--- config.mk ---
export PLATFORM = sky130hd
export DESIGN_NAME = lcdm_seq
export DESIGN_NICKNAME = d
export VERILOG_FILES = /design/src/rtl/lcdm_pkg.sv /design/src/rtl/lcdm_timebase.sv /design/src/rtl/lcdm_scan.sv /design/src/rtl/lcdm_dotmem.sv /design/src/rtl/lcdm_drive.sv /design/src/rtl/lcdm_seq.sv
export SDC_FILE = /design/constraint.sdc
export NUM_CORES = 1
export LEC_CHECK = 0
export BUFFER_PORTS_ARGS = -buffer_cell sky130_fd_sc_hd__buf_4
export CAP_MARGIN = 20
export CELL_PAD_IN_SITES_DETAIL_PLACEMENT = 1
export CELL_PAD_IN_SITES_GLOBAL_PLACEMENT = 2
export CORE_MARGIN = 5
export CORE_UTILIZATION = 38
export CTS_CLUSTER_DIAMETER = 80
export DETAILED_ROUTE_END_ITERATION = 12
export GPL_TIMING_DRIVEN = 0
export PLACE_DENSITY_LB_ADDON = 0.05
export SYNTH_ARGS = -nofsm -noshare
export SYNTH_HDL_FRONTEND = slang
export SYNTH_HIERARCHICAL = 1
export SYNTH_SLANG_ARGS = --single-unit
export TNS_END_PERCENT = 30
--- constraint.sdc ---
create_clock -name clk -period 3.35 [get_ports clk]
set_input_delay 0.67 -clock clk [delete_from_list [all_inputs] [get_ports clk]]
set_output_delay 0.67 -clock clk [all_outputs]
set_load 0.05 [all_outputs]
--- src/rtl/lcdm_pkg.sv ---
package lcdm_pkg;
  typedef enum logic [1:0] {
    LV_OFF   = 2'd0,
    LV_SEL   = 2'd1,
    LV_UNSEL = 2'd2,
    LV_MID   = 2'd3
  } lvl_e;
endpackage

--- src/rtl/lcdm_timebase.sv ---
module lcdm_timebase #(
  parameter int LENW = 8
) (
  input  logic            clk,
  input  logic            rst_n,
  input  logic [LENW-1:0] slot_len,
  input  logic            restart,
  output logic            boundary
);
  logic [LENW-1:0] tick_q, tick_d, last_tick;
  logic            tick_en;

  always_comb begin
    last_tick = (slot_len == '0) ? '0 : slot_len - LENW'(1);
    boundary  = (tick_q >= last_tick);
    tick_en   = 1'b1;
    tick_d    = (boundary || restart) ? '0 : tick_q + LENW'(1);
  end

  always_ff @(posedge clk or negedge rst_n) begin
    if (!rst_n)       tick_q <= '0;
    else if (tick_en) tick_q <= tick_d;
  end
endmodule

--- src/rtl/lcdm_scan.sv ---
module lcdm_scan #(
  parameter int NCOM = 9,
  parameter int IW   = 4
) (
  input  logic          clk,
  input  logic          rst_n,
  input  logic [IW-1:0] cfg_duty,
  input  logic          cfg_mirror,
  input  logic          cfg_blank,
  input  logic          boundary,
  output logic          load,
  output logic [IW-1:0] slot_nxt,
  output logic [IW-1:0] slot_q,
  output logic [IW-1:0] duty_q,
  output logic          mirror_q,
  output logic          blank_q,
  output logic          phase_q
);
  logic [IW-1:0] duty_eff;
  logic          start_q, cfg_chg, restart, wrap, phase_d;

  always_comb begin
    duty_eff = ((cfg_duty == '0) || (cfg_duty > IW'(NCOM))) ? IW'(NCOM) : cfg_duty;
    cfg_chg  = (duty_eff != duty_q) || (cfg_mirror != mirror_q);
    restart  = start_q || cfg_chg;
    load     = restart || boundary;
    wrap     = ((slot_q + IW'(1)) >= duty_q);
    if (restart)   slot_nxt = '0;
    else if (wrap) slot_nxt = '0;
    else           slot_nxt = slot_q + IW'(1);
    phase_d  = (!restart && boundary && wrap) ? ~phase_q : phase_q;
  end

  // configuration register, refreshed every cycle
  always_ff @(posedge clk or negedge rst_n) begin
    if (!rst_n) begin
      duty_q   <= IW'(NCOM);
      mirror_q <= 1'b0;
      start_q  <= 1'b1;
    end else begin
      duty_q   <= duty_eff;
      mirror_q <= cfg_mirror;
      start_q  <= 1'b0;
    end
  end

  // slot state, advanced on load
  always_ff @(posedge clk or negedge rst_n) begin
    if (!rst_n) begin
      slot_q  <= '0;
      blank_q <= 1'b1;
      phase_q <= 1'b0;
    end else if (load) begin
      slot_q  <= slot_nxt;
      blank_q <= cfg_blank;
      phase_q <= phase_d;
    end
  end
endmodule

--- src/rtl/lcdm_dotmem.sv ---
module lcdm_dotmem #(
  parameter int NCOM = 9,
  parameter int NSEG = 43,
  parameter int IW   = 4
) (
  input  logic            clk,
  input  logic            rst_n,
  input  logic            wr_en,
  input  logic [IW-1:0]   wr_row,
  input  logic [NSEG-1:0] wr_data,
  input  logic            load,
  input  logic [IW-1:0]   rd_row,
  output logic [NSEG-1:0] row_q
);
  logic [NSEG-1:0] mem_q [NCOM];
  logic [NSEG-1:0] rd_data;

  for (genvar r = 0; r < NCOM; r++) begin : g_row
    logic row_we;
    assign row_we = wr_en && (wr_row == IW'(r));
    always_ff @(posedge clk or negedge rst_n) begin
      if (!rst_n)      mem_q[r] <= '0;
      else if (row_we) mem_q[r] <= wr_data;
    end
  end

  always_comb begin
    rd_data = '0;
    for (int r = 0; r < NCOM; r++) begin
      if (rd_row == IW'(r)) rd_data = mem_q[r];
    end
  end

  always_ff @(posedge clk or negedge rst_n) begin
    if (!rst_n)    row_q <= '0;
    else if (load) row_q <= rd_data;
  end
endmodule

--- src/rtl/lcdm_drive.sv ---
module lcdm_drive
  import lcdm_pkg::*;
#(
  parameter int NCOM = 9,
  parameter int NSEG = 43,
  parameter int IW   = 4
) (
  input  logic [IW-1:0]     slot_q,
  input  logic [IW-1:0]     duty_q,
  input  logic              mirror_q,
  input  logic              bias3,
  input  logic              blank_q,
  input  logic [NSEG-1:0]   row_q,
  output logic [2*NCOM-1:0] com_lvl,
  output logic [2*NSEG-1:0] seg_lvl
);
  for (genvar p = 0; p < NCOM; p++) begin : g_com
    localparam logic [IW-1:0] LG_DIR = IW'(p);
    localparam logic [IW-1:0] LG_MIR = IW'(NCOM - 1 - p);
    logic [IW-1:0] lg;
    lvl_e          code;
    always_comb begin
      lg = mirror_q ? LG_MIR : LG_DIR;
      if (lg == slot_q)      code = LV_SEL;
      else if (lg >= duty_q) code = LV_OFF;
      else if (bias3)        code = LV_UNSEL;
      else                   code = LV_MID;
    end
    assign com_lvl[2*p +: 2] = code;
  end

  for (genvar j = 0; j < NSEG; j++) begin : g_seg
    lvl_e code;
    always_comb begin
      if (blank_q)       code = LV_UNSEL;
      else if (row_q[j]) code = LV_SEL;
      else               code = LV_UNSEL;
    end
    assign seg_lvl[2*j +: 2] = code;
  end
endmodule

--- src/rtl/lcdm_seq.sv ---
module lcdm_seq #(
  parameter  int NCOM = 9,
  parameter  int NSEG = 43,
  parameter  int LENW = 8,
  localparam int IW   = $clog2(NCOM + 1)
) (
  input  logic              clk,
  input  logic              rst_n,
  input  logic [IW-1:0]     cfg_duty,
  input  logic              cfg_mirror,
  input  logic              cfg_bias3,
  input  logic              cfg_blank,
  input  logic [LENW-1:0]   slot_len,
  input  logic              wr_en,
  input  logic [IW-1:0]     wr_row,
  input  logic [NSEG-1:0]   wr_data,
  output logic [2*NCOM-1:0] com_lvl,
  output logic [2*NSEG-1:0] seg_lvl,
  output logic              frame_phase
);
  logic            boundary, load, mirror_q, blank_q, phase_q, restart;
  logic [IW-1:0]   slot_q, slot_nxt, duty_q;
  logic [NSEG-1:0] row_q;

  // the timebase restarts whenever the scan takes a load that is not a boundary
  assign restart = load && !boundary;

  lcdm_timebase #(.LENW(LENW)) u_tb (
    .clk(clk), .rst_n(rst_n), .slot_len(slot_len),
    .restart(restart), .boundary(boundary)
  );

  lcdm_scan #(.NCOM(NCOM), .IW(IW)) u_scan (
    .clk(clk), .rst_n(rst_n), .cfg_duty(cfg_duty), .cfg_mirror(cfg_mirror),
    .cfg_blank(cfg_blank), .boundary(boundary), .load(load),
    .slot_nxt(slot_nxt), .slot_q(slot_q), .duty_q(duty_q),
    .mirror_q(mirror_q), .blank_q(blank_q), .phase_q(phase_q)
  );

  lcdm_dotmem #(.NCOM(NCOM), .NSEG(NSEG), .IW(IW)) u_mem (
    .clk(clk), .rst_n(rst_n), .wr_en(wr_en), .wr_row(wr_row),
    .wr_data(wr_data), .load(load), .rd_row(slot_nxt), .row_q(row_q)
  );

  lcdm_drive #(.NCOM(NCOM), .NSEG(NSEG), .IW(IW)) u_drv (
    .slot_q(slot_q), .duty_q(duty_q), .mirror_q(mirror_q),
    .bias3(cfg_bias3), .blank_q(blank_q), .row_q(row_q),
    .com_lvl(com_lvl), .seg_lvl(seg_lvl)
  );

  assign frame_phase = phase_q;
endmodule

==> impl_metrics.py <==
metrics = {
    "final_layout": {
        "area_growth_pct": 26.5,
        "final_nets": 2099,
        "drive_above_1_share_pct": 46.7,
        "final_cell_count_no_fill": 2811,
    },
    "critical_path": {
        "critPathBufInv": 4,
        "cp-end-kind": "register",
        "critPathMaxFanout": 10,
        "crit_top_cell": "buf_4",
        "crit_required_ns": 3.81,
        "slowest_stage": "buf_1",
        "startpoint_type": "register",
        "crit_chain": "buf_4, xor2_4, ha_4, nor3_4, a211oi_4, nor3b_4, buf_4, buf_4, nor2b_2, buf_1, a22o_1, a221oi_1",
        "critPathKind": "reg2reg",
        "cpLargestDelayFamily": "buffers and inverters",
        "slowest_delay_ns": 0.75,
        "cp.arrival_ns": 3.82,
    },
    "pwr": {
        "power_mw": 16.6,
        "p_per_area_nw_per_um2": 609,
        "p_leak_nw": 12.1,
        "ir_drop_v": 0.000373,
    },
    "yosys": {
        "yosys_warnings": 6,
        "synthSimpleGateAreaFrac_pct": 7.78,
        "ys.flop_type": "dfrtp_1",
        "synthMuxAreaShare_pct": 24.0,
        "synth_compound_area_share_pct": 10.2,
        "ys_types": 79,
        "synth_seq_cells": 450,
        "synthTopCellsByArea": "dfrtp_1 52%, mux2_2 24%, a221oi_1 2.7%",
        "syn-num-nets": 1823,
        "netlist.area_leader.share_pct": 51.8,
        "synthArstFlopShare_pct": 100,
        "yosysSeqAreaShare_pct": 52.3,
        "synth_top_family_by_area": "multiplexers",
        "synth-xor-area-share_pct": 0.772,
        "synth_fa_ha_area_share_pct": 1.22,
        "syn_inst": 1737,
        "synth_area_leader_cell": "dfrtp_1",
        "synth_edf_count": 0,
        "synth.cell_area_sq_um": 21500,
        "synth.avg_cell_area_sq_um": 12.4,
    },
    "floorplan": {
        "fp-row-count": 87,
        "io_pins": 170,
        "die_x_um": 248,
        "start_util_pct": 38.3,
        "core_area_sq_um": 56300,
        "die_area_sq_um": 61600,
        "die_h_um": 248,
    },
    "drt": {
        "drtIter0Drc": 904,
        "wl_per_cell_um": 26.5,
        "firstDrtPassIters": 7,
        "ant_nets": 0,
        "viasPerCell": 5.59,
        "drcViolationCount": 0,
        "vias": 15700,
        "drt_wl_total_um": 74400,
    },
    "clock_network": {
        "holdBufCountCts": 0,
        "htreeDepth": 2,
        "insertion_delay_ns": 0.61,
        "cts.reportedPaths.clkPinSlew_ns": 0.06,
        "clock_sinks": 450,
        "cts_buffers": 52,
        "clock_path_buffers": 3,
        "cts_tree": "done",
        "cts_root_buf": "clkbuf_16",
    },
    "timing": {
        "maxSlewViolCount": 0,
        "finalSetupViolCount": 2,
        "max-slew-margin-rel_pct": 27.5,
        "finClkSkew_ns": 0.0158,
        "hold_viol": 0,
        "max_freq_ghz": 0.297,
        "timing.hold.ws_ns": 0.00227,
        "fin_ws_ns": -0.0165,
        "period_minus_slack_ns": 3.37,
        "fin_crit_sh_pct": 100,
        "rsz0062_at_grt": "yes",
        "worstMarginPinSlew_ns": 1.09,
    },
    "global_routing": {
        "antenna_found_initial": 3,
        "grt_max_degree": 122,
        "grt_pass1_wl_um": 111000,
        "grt_usage_pct": 23.9,
        "grt-ovfl-total": 0,
        "grt_pass1_vias": 17000,
    },
    "flow_run": {
        "cap_violations": 0,
    },
    "place": {
        "port_buffers": 166,
        "place_congestion": 0.786,
        "dpl.cell_count": 2668,
        "place_hpwl_um": 48500,
        "pre_cts_ws_ns": -1.62,
    },
    "status": {
        "status": "finished, violations left",
        "violations": "setup timing",
    },
    "worst_hold_path": {
        "hold_class": "in2async",
    },
}
==> flip-flops by register name, indices dropped and copies added (netlist names) <==
signal / flops
u_scan/mirror_q: 1
u_scan/slot_q: 4
u_mem/mem_q: 387
u_scan/phase_q: 1
u_tb/tick_q: 8
u_scan/duty_q: 4
u_scan/start_q: 1
u_mem/row_q: 43
u_scan/blank_q: 1
==> per-stage QoR <==
step | setup TNS (ns) | utilization, % | cell area [sq um]
4_1_cts | -0.0144 | 47.5 | 26800
5_1_grt | -1.11 | 48.4 | 27300
6_report | -0.0225 | 48.4 | 27300
2_1_floorplan | -6.17 | - | 21700
3_5_place_dp | -71.28 | 42.8 | 24100
3_3_place_gp | -1501.99 | 42.4 | 23900
==> Yosys cell counts, drive strengths merged, types with 21 or more instances <==
cell	number
a21oi	27
a221oi	66
a22o	29
buf	53
clkbuf	65
dfrtp	446
ha	21
inv	67
mux2	452
nand2	62
nand2b	54
nor2	85
o21ai	59
o221ai	34
==> final timing paths <==
kind,from,to,slack (ns),depth (start not counted)
setup reg to reg,u_scan/slot_q[2],u_mem/row_q[1],-0.02,12
setup / recovery,u_scan/slot_q[2],u_mem/row_q[1],-0.02,12
min in group clk,cfg_mirror,u_scan/mirror_q,0.21,1
max in group asynchronous,rst_n,u_mem/mem_q[231],2.33,2
hold / removal,rst_n,u_scan/phase_q,0.002,1
hold reg to reg,u_scan/phase_q,u_scan/phase_q,0.48,1
==> per-layer routing <==
metal	GRT usage [%]	routed length (um)	vias up
li1	-	-	6925
met1	33.2	33800	8407
met2	40.3	36300	300
met3	3.11	2980	85
met4	5.32	1420	0
met5	0	0	-
==> report_power, final <==
group / total, mW / switching [mW] / internal (mW) / leakage [nW]
logic: 3.36 / 1.69 / 1.67 / 5.65
clock network: 5.90 / 2.30 / 3.60 / 0.883
registers: 7.33 / 0.665 / 6.67 / 5.52
==> kinds of logic (layout without fill, tap and decap cells) <==
| kind of cell | after synthesis | in the layout |
|---|---|---|
| multiplexers | 459 | 459 |
| other | 1 | 3 |
| flip-flops | 450 | 450 |
| AO/OA/AOI/OAI | 292 | 292 |
| adder cells (fa/ha/maj) | 21 | 21 |
| buffers and inverters | 187 | 503 |
| AND/OR/NAND/NOR | 308 | 308 |
| XOR/XNOR | 19 | 19 |
==> layout by cell type (no fill, tap or decap), types with 7 or more instances in the layout <==
| cell | count |
|---|---|
| a211oi_1 | 14 |
| a21oi_1 | 26 |
| a221oi_1 | 33 |
| a221oi_2 | 32 |
| a22o_1 | 29 |
| buf_12 | 11 |
| buf_2 | 20 |
| buf_4 | 212 |
| buf_6 | 20 |
| buf_8 | 15 |
| clkbuf_1 | 42 |
| clkbuf_16 | 60 |
| clkbuf_2 | 7 |
| clkbuf_4 | 11 |
| clkbuf_8 | 18 |
| dfrtp_1 | 440 |
| ha_1 | 16 |
| inv_1 | 67 |
| mux2_2 | 451 |
| nand2_1 | 60 |
| nand2b_1 | 54 |
| nand3_1 | 14 |
| nor2_1 | 74 |
| nor2_2 | 9 |
| nor3_1 | 8 |
| nor4b_1 | 9 |
| o21ai_0 | 52 |
| o221ai_1 | 34 |
| o22ai_1 | 8 |
| o2bb2ai_1 | 17 |
| xnor2_1 | 7 |
| xor2_1 | 10 |
==> layout make-up <==
class / instances / area [sq um]
Fill cell: 5773 / 29000
Sequential cell: 450 / 11300
Multi-Input combinational cell: 1100 / 10100
Timing Repair Buffer: 224 / 1940
Clock buffer: 83 / 1620
Buffer: 116 / 972
Tap cell: 756 / 946
Inverter: 69 / 262
Clock inverter: 11 / 166
Antenna cell: 2 / 5.00
==> timing repair <==
item / in CTS / in global routing
setup buffers: 19 / 26
endpoints found under the setup margin: 59 / 54
gates resized for setup: 172 / 69
pin swaps: 13 / 26
cloned: 2 / 2
Power figures use the tool's default switching activity.
